## config.mk

```make
export PLATFORM = sky130hd
export DESIGN_NAME = part_wake_seq
export DESIGN_NICKNAME = d
export VERILOG_FILES = /design/src/rtl/pws_pkg.sv /design/src/rtl/pws_tick_gen.sv /design/src/rtl/pws_step_timer.sv /design/src/rtl/pws_part_bank.sv /design/src/rtl/pws_ctrl.sv /design/src/rtl/part_wake_seq.sv
export SDC_FILE = /design/constraint.sdc
export NUM_CORES = 1
export LEC_CHECK = 0
export BUFFER_PORTS_ARGS = -buffer_cell sky130_fd_sc_hd__buf_2
export CAP_MARGIN = 15
export CELL_PAD_IN_SITES_DETAIL_PLACEMENT = 1
export CELL_PAD_IN_SITES_GLOBAL_PLACEMENT = 1
export CORE_UTILIZATION = 45
export CTS_CLUSTER_SIZE = 16
export DETAILED_ROUTE_END_ITERATION = 8
export GPL_ROUTABILITY_DRIVEN = 0
export PLACE_DENSITY_LB_ADDON = 0.1
export SLEW_MARGIN = 0
export SYNTH_ARGS = -nofsm -noshare
export SYNTH_HDL_FRONTEND = slang
export SYNTH_HIERARCHICAL = 1
export SYNTH_SLANG_ARGS = --single-unit
```

## constraint.sdc

```tcl
create_clock -name clk -period 4.1 [get_ports clk]
set_clock_uncertainty 0.05 [all_clocks]
set_input_delay 0.41 -clock clk [delete_from_list [all_inputs] [get_ports clk]]
set_output_delay 0.41 -clock clk [all_outputs]
set_load 0.05 [all_outputs]
```

## src/rtl/pws_pkg.sv

```systemverilog
package pws_pkg;

    typedef enum logic [3:0] {
        S_IDLE,
        S_RST_ON,
        S_CLK_OFF,
        S_PWR_CHK,
        S_PWR_WAIT,
        S_CLK_ON,
        S_SETTLE,
        S_CLAMP_CMD,
        S_CLAMP_WAIT,
        S_RST_REL,
        S_RB_CLK,
        S_RB_RST,
        S_RB_PWR
    } seq_state_t;

    typedef enum logic [2:0] {
        E_NONE      = 3'd0,
        E_RST_SET   = 3'd1,
        E_CLK_STOP  = 3'd2,
        E_PWR_TMO   = 3'd3,
        E_CLK_EN    = 3'd4,
        E_CLAMP_TMO = 3'd5,
        E_RST_CLR   = 3'd6
    } seq_err_t;

    // bit positions of the per-step failure input
    localparam int FB_RST_SET  = 0;
    localparam int FB_CLK_STOP = 1;
    localparam int FB_CLK_EN   = 2;
    localparam int FB_RST_CLR  = 3;
    localparam int FB_W        = 4;

    typedef struct packed {
        logic rst_set;
        logic rst_clr;
        logic clk_set;
        logic clk_clr;
        logic toggle;
        logic clamp;
    } seq_cmd_t;

endpackage

```

## src/rtl/pws_tick_gen.sv

```systemverilog
module pws_tick_gen #(
    parameter int DIV = 125,
    localparam int PW = (DIV > 1) ? $clog2(DIV) : 1
) (
    input  logic clk,
    input  logic rst_n,
    input  logic clr_i,
    output logic tick_o
);

    logic [PW-1:0] pre_q;

    assign tick_o = (pre_q == PW'(DIV - 1));

    always_ff @(posedge clk) begin
        if (!rst_n || clr_i) begin
            pre_q <= '0;
        end else if (tick_o) begin
            pre_q <= '0;
        end else begin
            pre_q <= pre_q + 1'b1;
        end
    end

endmodule

```

## src/rtl/pws_step_timer.sv

```systemverilog
module pws_step_timer #(
    parameter int TW = 7
) (
    input  logic          clk,
    input  logic          rst_n,
    input  logic          load_i,
    input  logic [TW-1:0] limit_i,
    input  logic          tick_i,
    output logic          expired_o
);

    logic [TW-1:0] cnt_q;

    assign expired_o = (cnt_q == '0);

    always_ff @(posedge clk) begin
        if (!rst_n) begin
            cnt_q <= '0;
        end else if (load_i) begin
            cnt_q <= limit_i;
        end else if (tick_i && !expired_o) begin
            cnt_q <= cnt_q - 1'b1;
        end
    end

endmodule

```

## src/rtl/pws_part_bank.sv

```systemverilog
module pws_part_bank
    import pws_pkg::*;
#(
    parameter int NPART = 4,
    parameter int IW    = 2
) (
    input  logic             clk,
    input  logic             rst_n,
    input  logic [IW-1:0]    sel_i,
    input  seq_cmd_t         cmd_i,
    output logic [NPART-1:0] rst_o,
    output logic [NPART-1:0] clk_en_o,
    output logic [NPART-1:0] toggle_o,
    output logic [NPART-1:0] clamp_o
);

    for (genvar g = 0; g < NPART; g++) begin : g_part
        logic hit;
        assign hit = (sel_i == IW'(g));

        always_ff @(posedge clk) begin
            if (!rst_n) begin
                rst_o[g]    <= 1'b1;
                clk_en_o[g] <= 1'b0;
                toggle_o[g] <= 1'b0;
                clamp_o[g]  <= 1'b0;
            end else begin
                toggle_o[g] <= hit && cmd_i.toggle;
                clamp_o[g]  <= hit && cmd_i.clamp;
                if (hit && cmd_i.rst_set) begin
                    rst_o[g] <= 1'b1;
                end else if (hit && cmd_i.rst_clr) begin
                    rst_o[g] <= 1'b0;
                end
                if (hit && cmd_i.clk_clr) begin
                    clk_en_o[g] <= 1'b0;
                end else if (hit && cmd_i.clk_set) begin
                    clk_en_o[g] <= 1'b1;
                end
            end
        end
    end

endmodule

```

## src/rtl/pws_ctrl.sv

```systemverilog
module pws_ctrl
    import pws_pkg::*;
#(
    parameter int NPART        = 4,
    parameter int IW           = 2,
    parameter int TW           = 7,
    parameter int POLL_TICKS   = 100,
    parameter int SETTLE_TICKS = 20
) (
    input  logic             clk,
    input  logic             rst_n,
    input  logic             start_i,
    input  logic [IW-1:0]    id_i,
    input  logic [FB_W-1:0]  fail_i,
    input  logic [NPART-1:0] pg_i,
    input  logic [NPART-1:0] clamped_i,
    input  logic             tmr_expired_i,
    output logic             tmr_load_o,
    output logic [TW-1:0]    tmr_limit_o,
    output seq_cmd_t         cmd_o,
    output logic [IW-1:0]    sel_o,
    output logic             busy_o,
    output logic             done_o,
    output logic             err_o,
    output logic [2:0]       code_o
);

    seq_state_t state_q, state_n;
    seq_err_t   code_q, fail_code;
    logic       fail_now;
    logic [IW-1:0] sel_q;
    logic       pg_sel, clamped_sel;

    assign pg_sel      = pg_i[sel_q];
    assign clamped_sel = clamped_i[sel_q];
    assign sel_o       = sel_q;
    assign busy_o      = (state_q != S_IDLE);
    assign code_o      = code_q;

    // state register
    always_ff @(posedge clk) begin
        if (!rst_n) begin
            state_q <= S_IDLE;
        end else begin
            state_q <= state_n;
        end
    end

    // transitions
    always_comb begin
        state_n   = state_q;
        fail_now  = 1'b0;
        fail_code = E_NONE;
        unique case (state_q)
            S_IDLE: begin
                if (start_i) state_n = S_RST_ON;
            end
            S_RST_ON: begin
                if (fail_i[FB_RST_SET]) begin
                    state_n   = S_RB_RST;
                    fail_now  = 1'b1;
                    fail_code = E_RST_SET;
                end else begin
                    state_n = S_CLK_OFF;
                end
            end
            S_CLK_OFF: begin
                if (fail_i[FB_CLK_STOP]) begin
                    state_n   = S_RB_RST;
                    fail_now  = 1'b1;
                    fail_code = E_CLK_STOP;
                end else begin
                    state_n = S_PWR_CHK;
                end
            end
            S_PWR_CHK: begin
                state_n = pg_sel ? S_CLK_ON : S_PWR_WAIT;
            end
            S_PWR_WAIT: begin
                if (pg_sel) begin
                    state_n = S_CLK_ON;
                end else if (tmr_expired_i) begin
                    state_n   = S_RB_RST;
                    fail_now  = 1'b1;
                    fail_code = E_PWR_TMO;
                end
            end
            S_CLK_ON: begin
                if (fail_i[FB_CLK_EN]) begin
                    state_n   = S_RB_RST;
                    fail_now  = 1'b1;
                    fail_code = E_CLK_EN;
                end else begin
                    state_n = S_SETTLE;
                end
            end
            S_SETTLE: begin
                if (tmr_expired_i) state_n = S_CLAMP_CMD;
            end
            S_CLAMP_CMD: begin
                state_n = S_CLAMP_WAIT;
            end
            S_CLAMP_WAIT: begin
                if (!clamped_sel) begin
                    state_n = S_RST_REL;
                end else if (tmr_expired_i) begin
                    state_n   = S_RB_CLK;
                    fail_now  = 1'b1;
                    fail_code = E_CLAMP_TMO;
                end
            end
            S_RST_REL: begin
                if (fail_i[FB_RST_CLR]) begin
                    state_n   = S_RB_CLK;
                    fail_now  = 1'b1;
                    fail_code = E_RST_CLR;
                end else begin
                    state_n = S_IDLE;
                end
            end
            S_RB_CLK: state_n = S_RB_RST;
            S_RB_RST: state_n = S_RB_PWR;
            S_RB_PWR: state_n = S_IDLE;
            default:  state_n = S_IDLE;
        endcase
    end

    // outputs: partition commands and timer control
    always_comb begin
        cmd_o       = '0;
        tmr_load_o  = 1'b0;
        tmr_limit_o = '0;
        unique case (state_q)
            S_RST_ON:  cmd_o.rst_set = !fail_i[FB_RST_SET];
            S_CLK_OFF: cmd_o.clk_clr = !fail_i[FB_CLK_STOP];
            S_PWR_CHK: begin
                cmd_o.toggle = !pg_sel;
                tmr_load_o   = !pg_sel;
                tmr_limit_o  = TW'(POLL_TICKS);
            end
            S_CLK_ON: begin
                cmd_o.clk_set = !fail_i[FB_CLK_EN];
                tmr_load_o    = !fail_i[FB_CLK_EN];
                tmr_limit_o   = TW'(SETTLE_TICKS);
            end
            S_CLAMP_CMD: begin
                cmd_o.clamp = 1'b1;
                tmr_load_o  = 1'b1;
                tmr_limit_o = TW'(POLL_TICKS);
            end
            S_RST_REL: cmd_o.rst_clr = !fail_i[FB_RST_CLR];
            S_RB_CLK:  cmd_o.clk_clr = 1'b1;
            S_RB_RST:  cmd_o.rst_set = 1'b1;
            S_RB_PWR:  cmd_o.toggle  = pg_sel;
            default: begin
                cmd_o = '0;
            end
        endcase
    end

    // selection and result flags
    always_ff @(posedge clk) begin
        if (!rst_n) begin
            sel_q  <= '0;
            done_o <= 1'b0;
            err_o  <= 1'b0;
            code_q <= E_NONE;
        end else begin
            if (state_q == S_IDLE && start_i) begin
                sel_q  <= id_i;
                done_o <= 1'b0;
                err_o  <= 1'b0;
                code_q <= E_NONE;
            end
            if (fail_now) begin
                code_q <= fail_code;
            end
            if (state_q == S_RST_REL && state_n == S_IDLE) begin
                done_o <= 1'b1;
            end
            if (state_q == S_RB_PWR) begin
                err_o <= 1'b1;
            end
        end
    end

endmodule

```

## src/rtl/part_wake_seq.sv

```systemverilog
module part_wake_seq
    import pws_pkg::*;
#(
    parameter  int NPART        = 4,
    parameter  int TICK_DIV     = 125,
    parameter  int POLL_TICKS   = 100,
    parameter  int SETTLE_TICKS = 20,
    localparam int IW   = (NPART > 1) ? $clog2(NPART) : 1,
    localparam int TMAX = (POLL_TICKS > SETTLE_TICKS) ? POLL_TICKS : SETTLE_TICKS,
    localparam int TW   = $clog2(TMAX + 1)
) (
    input  logic             clk,
    input  logic             rst_n,
    input  logic             start_i,
    input  logic [IW-1:0]    part_id_i,
    input  logic [3:0]       step_fail_i,
    input  logic [NPART-1:0] pwr_good_i,
    input  logic [NPART-1:0] clamped_i,
    output logic [NPART-1:0] part_rst_o,
    output logic [NPART-1:0] part_clk_en_o,
    output logic [NPART-1:0] pwr_toggle_o,
    output logic [NPART-1:0] clamp_rel_o,
    output logic             done_o,
    output logic             err_o,
    output logic [2:0]       err_code_o
);

    logic          tick;
    logic          tmr_load;
    logic [TW-1:0] tmr_limit;
    logic          tmr_expired;
    seq_cmd_t      cmd;
    logic [IW-1:0] sel;
    logic          busy;

    pws_tick_gen #(.DIV(TICK_DIV)) u_tick (
        .clk    (clk),
        .rst_n  (rst_n),
        .clr_i  (tmr_load),
        .tick_o (tick)
    );

    pws_step_timer #(.TW(TW)) u_tmr (
        .clk       (clk),
        .rst_n     (rst_n),
        .load_i    (tmr_load),
        .limit_i   (tmr_limit),
        .tick_i    (tick),
        .expired_o (tmr_expired)
    );

    pws_ctrl #(
        .NPART        (NPART),
        .IW           (IW),
        .TW           (TW),
        .POLL_TICKS   (POLL_TICKS),
        .SETTLE_TICKS (SETTLE_TICKS)
    ) u_ctrl (
        .clk           (clk),
        .rst_n         (rst_n),
        .start_i       (start_i),
        .id_i          (part_id_i),
        .fail_i        (step_fail_i),
        .pg_i          (pwr_good_i),
        .clamped_i     (clamped_i),
        .tmr_expired_i (tmr_expired),
        .tmr_load_o    (tmr_load),
        .tmr_limit_o   (tmr_limit),
        .cmd_o         (cmd),
        .sel_o         (sel),
        .busy_o        (busy),
        .done_o        (done_o),
        .err_o         (err_o),
        .code_o        (err_code_o)
    );

    pws_part_bank #(.NPART(NPART), .IW(IW)) u_bank (
        .clk      (clk),
        .rst_n    (rst_n),
        .sel_i    (sel),
        .cmd_i    (cmd),
        .rst_o    (part_rst_o),
        .clk_en_o (part_clk_en_o),
        .toggle_o (pwr_toggle_o),
        .clamp_o  (clamp_rel_o)
    );

endmodule

```

==> results.txt, run 1 <==
The die covers 5330 um^2. STA classifies the critical path startpoint as a register. The worst-case IR drop observed on VDD is 0.245 mV. The number of clock buffers inserted by TritonCTS is 5, and the total detailed-routing wirelength is 5470 um.

The critical-path maximum fanout is 20, and the area of the mapped netlist is 2270 um^2. Data arrives at the worst endpoint at 2.68 ns. After layout, the minimum clock period comes to 2.55 ns. The floorplan step defined a core boundary enclosing 4790 um^2. Setup repair after global routing left no endpoint under its margin. Buffers inserted to repair hold after CTS numbered 0.

Counting instances, the worst hold path has a depth of 3. The top-level port count came out at 38. The maximum root-to-sink buffer count was 2; the insertion delay to the later sink of the worst-skew pair was 0.29 ns. The run gives 0 as the number of gates resized after CTS. The worst register-to-register path has a depth of 8. Each instance of the synthesized netlist takes up on average 8.82 um^2. The power per cell area was 520 nW/um^2; the share of layout cells above drive strength 1 was 21.4%. The completed layout was analyzed and its total power is 1330 uW.

Headroom to the max-slew limit came out at 52.0%. In this run the tool buffered the top-level ports with 37 buffer cells. The antenna diode count was 0. The run gives 4 as the detailed-routing iteration count for the pre-antenna-repair pass. Setup violations remaining at the end of the flow were counted as 0. The class of the worst hold path was in -> reg.

Buffers added to address setup during post-CTS repair amount to 0. The cell sitting at the root of the clock tree is a clkbuf_8. Of the available clock period, the critical path in the final layout requires 62.3%. Dividing the detail-routed wire length by the instance count gives 15.3 um. After technology mapping, the gate count stands at 257. The tools report the level count of the clock H-tree as 2. The tools report the maximum number of pins on one net before global-route repair as 31.

The run gives 4.22 ns as the required time of the worst setup path. The number of global-route vias before repair came out at 1924. The class of the most critical setup path was reg -> reg. For the maximum clock frequency, the log shows 0.391 GHz. From left edge to right edge, the die measures 73.0 um.

The clock-pin slew on the worst setup and hold paths was 0.08 ns. Number of antenna violations at the first check in global routing: 0. The number of failing hold endpoints at the final stage came out at 0. STA classifies the critical path endpoint as a register. The logs give 309 for the count of nets after finishing and 6 for the number of warnings issued by yosys.

The starting density of the core is 47.4%, and the HPWL after detailed placement is 4050 um. The tree built by TritonCTS fans out to 41 sinks. Global routing used 22.1% of the available tracks. For this run, design rule violations remaining after detail routing come to 0. For the pin with the worst max-slew slack, the measured transition is 0.719 ns. Detailed routing inserted a total of 1984 vias. After the first detailed-routing iteration, the DRC count stood at 37. The remaining global-route overflow came out at 0. The total count of max-transition violations in the final report is 0.

TritonCTS built the clock tree. For the final routed database, the setup TNS stands at 0 ns. The first global-routing pass estimated 9030 um of wire. Number of routed nets with antenna violations: 0. The run gives 0 as the reported max-cap violation count. The run finished with clean final reports.

Vertical extent of the die: 73.0 um. The number of cell rows is 25, and the relative area change from synthesis to final layout is 13.1%. The leakage dissipation is 0.00109 uW. Dividing the detail-routed via count by the number of cells gives 5.56.
==> placed cells by master (no fill, tap or decap), types with 4 or more instances in the layout <==
cell,count
and3_1,5
nor2b_1,7
buf_2,37
nor3_1,6
nand2b_1,11
nand3_1,7
dfxtp_1,41
nand4_1,4
and3b_1,6
a21oi_1,14
nand2_1,11
clkbuf_8,6
o21ai_0,7
or3b_1,4
inv_1,12
o31ai_1,5
nor2_1,20
mux2i_1,6
==> path summary, 6_finish.rpt <==
kind,from,to,slack [ns]
worst max register to register,u_ctrl/sel_o[0],u_tick/pre_q[4],1.55
worst min register to register,u_ctrl/code_o[0],u_ctrl/code_o[0],0.42
worst max-delay path,u_ctrl/sel_o[0],u_tick/pre_q[4],1.55
worst min-delay path,part_id_i[1],u_ctrl/sel_o[1],0.33
==> worst max-delay path, cell delays in order (launching register included) <==
cell      delay, ns
dfxtp_1        0.68
mux4_2         0.69
nand2b_1       0.12
a21oi_1        0.07
nor2b_1        0.13
buf_4          0.19
nand2b_1       0.17
o21bai_1       0.23
nor2_1         0.09
==> final cells by class <==
class | count | area, um^2
Fill cell | 582 | 2220
Multi-Input combinational cell | 188 | 1310
Sequential cell | 41 | 821
Timing Repair Buffer | 39 | 200
Tap cell | 67 | 83.8
Clock buffer | 6 | 82.6
Inverter | 14 | 52.6
Clock inverter | 2 | 13.8
==> through the flow <==
stage	worst slack, ns	cells	area, um^2	utilization [%]	hold slack [ns]
2_1_floorplan	1.88	259	2270	-	0.402
3_3_place_gp	1.57	349	2470	51.6	0.398
3_5_place_dp	1.54	349	2470	51.6	0.407
4_1_cts	1.53	357	2560	53.6	0.326
5_1_grt	1.28	357	2560	53.6	0.350
6_report	1.55	357	2560	53.6	0.330
==> sequential cells by signal (all words and copies together), names as in the netlist <==
name             cells
u_tick/pre_q         7
u_tmr/cnt_q          7
u_bank/clamp_o       4
u_bank/clk_en_o      4
u_bank/rst_o         4
u_bank/toggle_o      4
u_ctrl/state_q       4
u_ctrl/code_o        3
u_ctrl/sel_o         2
u_ctrl/done_o        1
u_ctrl/err_o         1
==> routing by layer <==
layer  up-vias  wire length, um  track usage, %
met2        30             2760            38.4
li1        987                -               -
met3         2              140            4.56
met1       965             2530            27.5
met4         0               33            6.54
met5         -                0               0
==> power breakdown <==
| group | switching (uW) | total, uW | leakage, uW | internal [uW] |
|---|---|---|---|---|
| Sequential | 107 | 549 | 0.000332 | 442 |
| Combinational | 290 | 506 | 0.000704 | 216 |
| Clock | 142 | 279 | 0.0000512 | 136 |
Power figures use the tool's default switching activity.
==> run 2, diff against run 1 <==
CORE_UTILIZATION = 42   (was 45)
clock period = 2.5 ns   (was 4.1 ns; I/O delays follow)
==> results.txt, run 2 (synthesized netlist as in run 1, its figures left out) <==
The class of the worst hold path is in -> reg. Total DRC errors in the routed layout: 0 (unchanged). The tools report the maximum clock frequency as 0.445 GHz (+14%).

The flop-to-flop setup slack was 0.25 ns (-1.29 ns). The number of port buffers was 37 (unchanged); the number of cell rows was 26 (+4.0%). Setup repair after global routing left no endpoint under its margin.

The run gives 0 (unchanged) as the number of routed nets with antenna violations. The run gives 2550 um^2 (+3.5%) as the instance area after placement. The run gives 64.9% (+13 points) as the worst max-slew margin expressed relative to the limit. The run gives 2046 (+3.1%) as the total vias in the final route.

The kind of capture point of the worst setup path is a register. The buffers inserted during post-CTS setup optimization was 0 (unchanged); the number of clock sinks was 41 (unchanged). The number of cells in the finished layout apart from fillers is 371 (+3.9%), and the minimum clock period after layout is 2.25 ns (-0.308 ns).

The tools report the number of clock buffers inserted by TritonCTS as 5 (unchanged). The level count of the clock H-tree came out at 2 (unchanged). The logs give 0 ns (unchanged) for the summed negative setup slack over all endpoints and 0 (unchanged) for the number of antenna violations at the first check in global routing. Antenna diode count: 0 (unchanged). The total detailed-routing wirelength came out at 5680 um (+3.9%). Critical-path maximum fanout: 5 (-75%). The arrival time reported for the critical path endpoint is 2.38 ns (-0.30 ns). Class of the most critical setup path: reg -> reg. For the maximum root-to-sink buffer count, the log shows 2 (unchanged). For the starting density of the core, the log shows 44.1% (-3.3 points). The tools report the total non-filler cell area in the finished layout as 2650 um^2 (+3.4%). The number of failing hold endpoints at the final stage is 0 (unchanged). The power per cell area came out at 850 nW/um^2 (+63%). From synthesis to final layout, the design area changed by 16.9%.

The logs give 2.64 ns (-1.58 ns) for the required time of the worst setup path and 320 (+3.6%) for the count of nets after finishing. The run gives 9100 um (+0.84%) as the wire length of the first global-routing pass. The worst hold margin is 0.157 ns (-0.173 ns).

The remaining global-route overflow was 0 (unchanged). Leaving out fill and tap cells, the most frequent cell in the layout is dfxtp_1. The share of layout cells above drive strength 1 works out to 24.3% (+2.9 points). Number of global-route vias before repair: 1873 (-2.7%). The maximum vdd ir drop was 0.447 mV (+83%); the maximum number of pins on one net before global-route repair was 26 (-16%). The area of the core is 5140 um^2 (+7.4%).

The instance count after placement with tap cells included came out at 363 (+4.0%). The post-route fraction of the period consumed by the critical path was 89.8% (+28 points). The endpoint of the most critical register-to-register path is u_tmr/cnt_q[5]. The tools report the top-level port count as 38 (unchanged). The insertion delay to the later sink of the worst-skew pair was 0.30 ns (about the same). Hold path startpoint: part_id_i[0]. The cell chosen for the clock root is clkbuf_8. The count of cells along the worst hold path is 3 (unchanged). The run gives 0 (unchanged) as the total count of max-transition violations in the final report.

The worst min-delay path endpoint was u_ctrl/sel_o[0]. The vertical extent of the die came out at 75.5 um (+3.4%). TritonCTS built the clock tree. For the die area, the log shows 5700 um^2 (+6.9%). The logs give 0 (unchanged) for the post-cts hold buffer count and 46 (+24%) for the number of DRC violations after detailed-routing iteration 0.

For the HPWL after detailed placement, the log shows 4210 um (+3.8%). The top cell types in the final layout, fill and taps aside, are dfxtp_1, buf_2, nor2_1, a21oi_1, buf_4. The run finished with clean final reports. The number of vias per cell is 5.51 (-0.77%). The largest registers in the layout are u_tick/pre_q x7, u_tmr/cnt_q x7. The power after layout was 2250 uW (+69%); the average wire per cell in the routed design was 15.3 um (about the same).

The width of the chip was 75.5 um (+3.4%); the depth of the worst register-to-register path was 8 (unchanged). The worst setup path is launched from a register. For the reported max-cap violation count, the log shows 0 (unchanged). In this run the critical register-to-register path is launched from u_tick/pre_q[0].

The logs give 0 (unchanged) for the number of gates resized after CTS and 0.00115 uW (+5.3%) for the leakage dissipation. The slew at the pin closest to its max-slew limit is 0.523 ns (-0.196 ns), and the number of endpoints failing setup at the final stage is 0 (unchanged). The detailed-routing iteration count for the pre-antenna-repair pass came out at 4 (unchanged). The clock-pin slew on the worst setup and hold paths works out to 0.08 ns (about the same). The global-route usage over all layers is 21.5% (-0.67 points).
run 2: cell count changes in the layout (fill, tap and decap cells not counted):
cell	delta
buf_4	+11
run 2: power breakdown:
group | internal, uW | switching, uW | total [uW]
clock | 224 | 238 | 462
combinational | 401 | 590 | 991
sequential | 726 | 75.0 | 801
total | 1350 | 903 | 2250
run 2: how the worst max path moves through the flow:
stage	end	slack [ns]	cells after the start	from
3_3_place_gp	u_tmr/cnt_q[5]	0.32	8	u_tick/pre_q[0]
3_5_place_dp	u_tmr/cnt_q[5]	0.24	8	u_tick/pre_q[0]
5_1_grt	u_tmr/cnt_q[5]	0.08	8	u_tick/pre_q[1]
4_1_cts	u_tmr/cnt_q[5]	0.23	8	u_tick/pre_q[0]
2_1_floorplan	u_ctrl/code_o[1]	0.28	8	u_tmr/cnt_q[0]
6_report	u_tmr/cnt_q[5]	0.25	8	u_tick/pre_q[0]
run 2: worst max-delay path: stages, from the launching register on:
cell     delay [ns]
dfxtp_1        0.36
inv_2          0.07
ha_1           0.17
nand3_1        0.10
nor2_1         0.14
or3b_1         0.38
or4_1          0.42
and2_0         0.17
o311a_1        0.28
run 2: final cells by class:
class                   count  area (um^2)
clock buffers               6         82.6
clock inverters             2         13.8
fillers                   651         2490
inverters                  14         52.6
multi-input cells         188         1310
flip-flops and latches     41          821
well taps                  70         87.6
repair buffers             50          283
run 2: through the flow:
stage | setup slack, ns | utilization [%]
floorplan | 0.277 | -
global placement | 0.321 | 49.7
detailed placement | 0.245 | 49.7
CTS | 0.229 | 51.6
global route | 0.0841 | 51.6
finish | 0.254 | 51.6
run 2: per-layer routing:
| metal | vias to the layer above | global-route usage (%) | share of wire, % |
|---|---|---|---|
| met3 | 6 | 4.63 | 2.5 |
| met4 | 0 | 7.20 | 0.63 |
| met5 | - | 0 | 0 |
| li1 | 1014 | - | - |
| met2 | 29 | 36.8 | 50 |
| met1 | 997 | 26.8 | 47 |
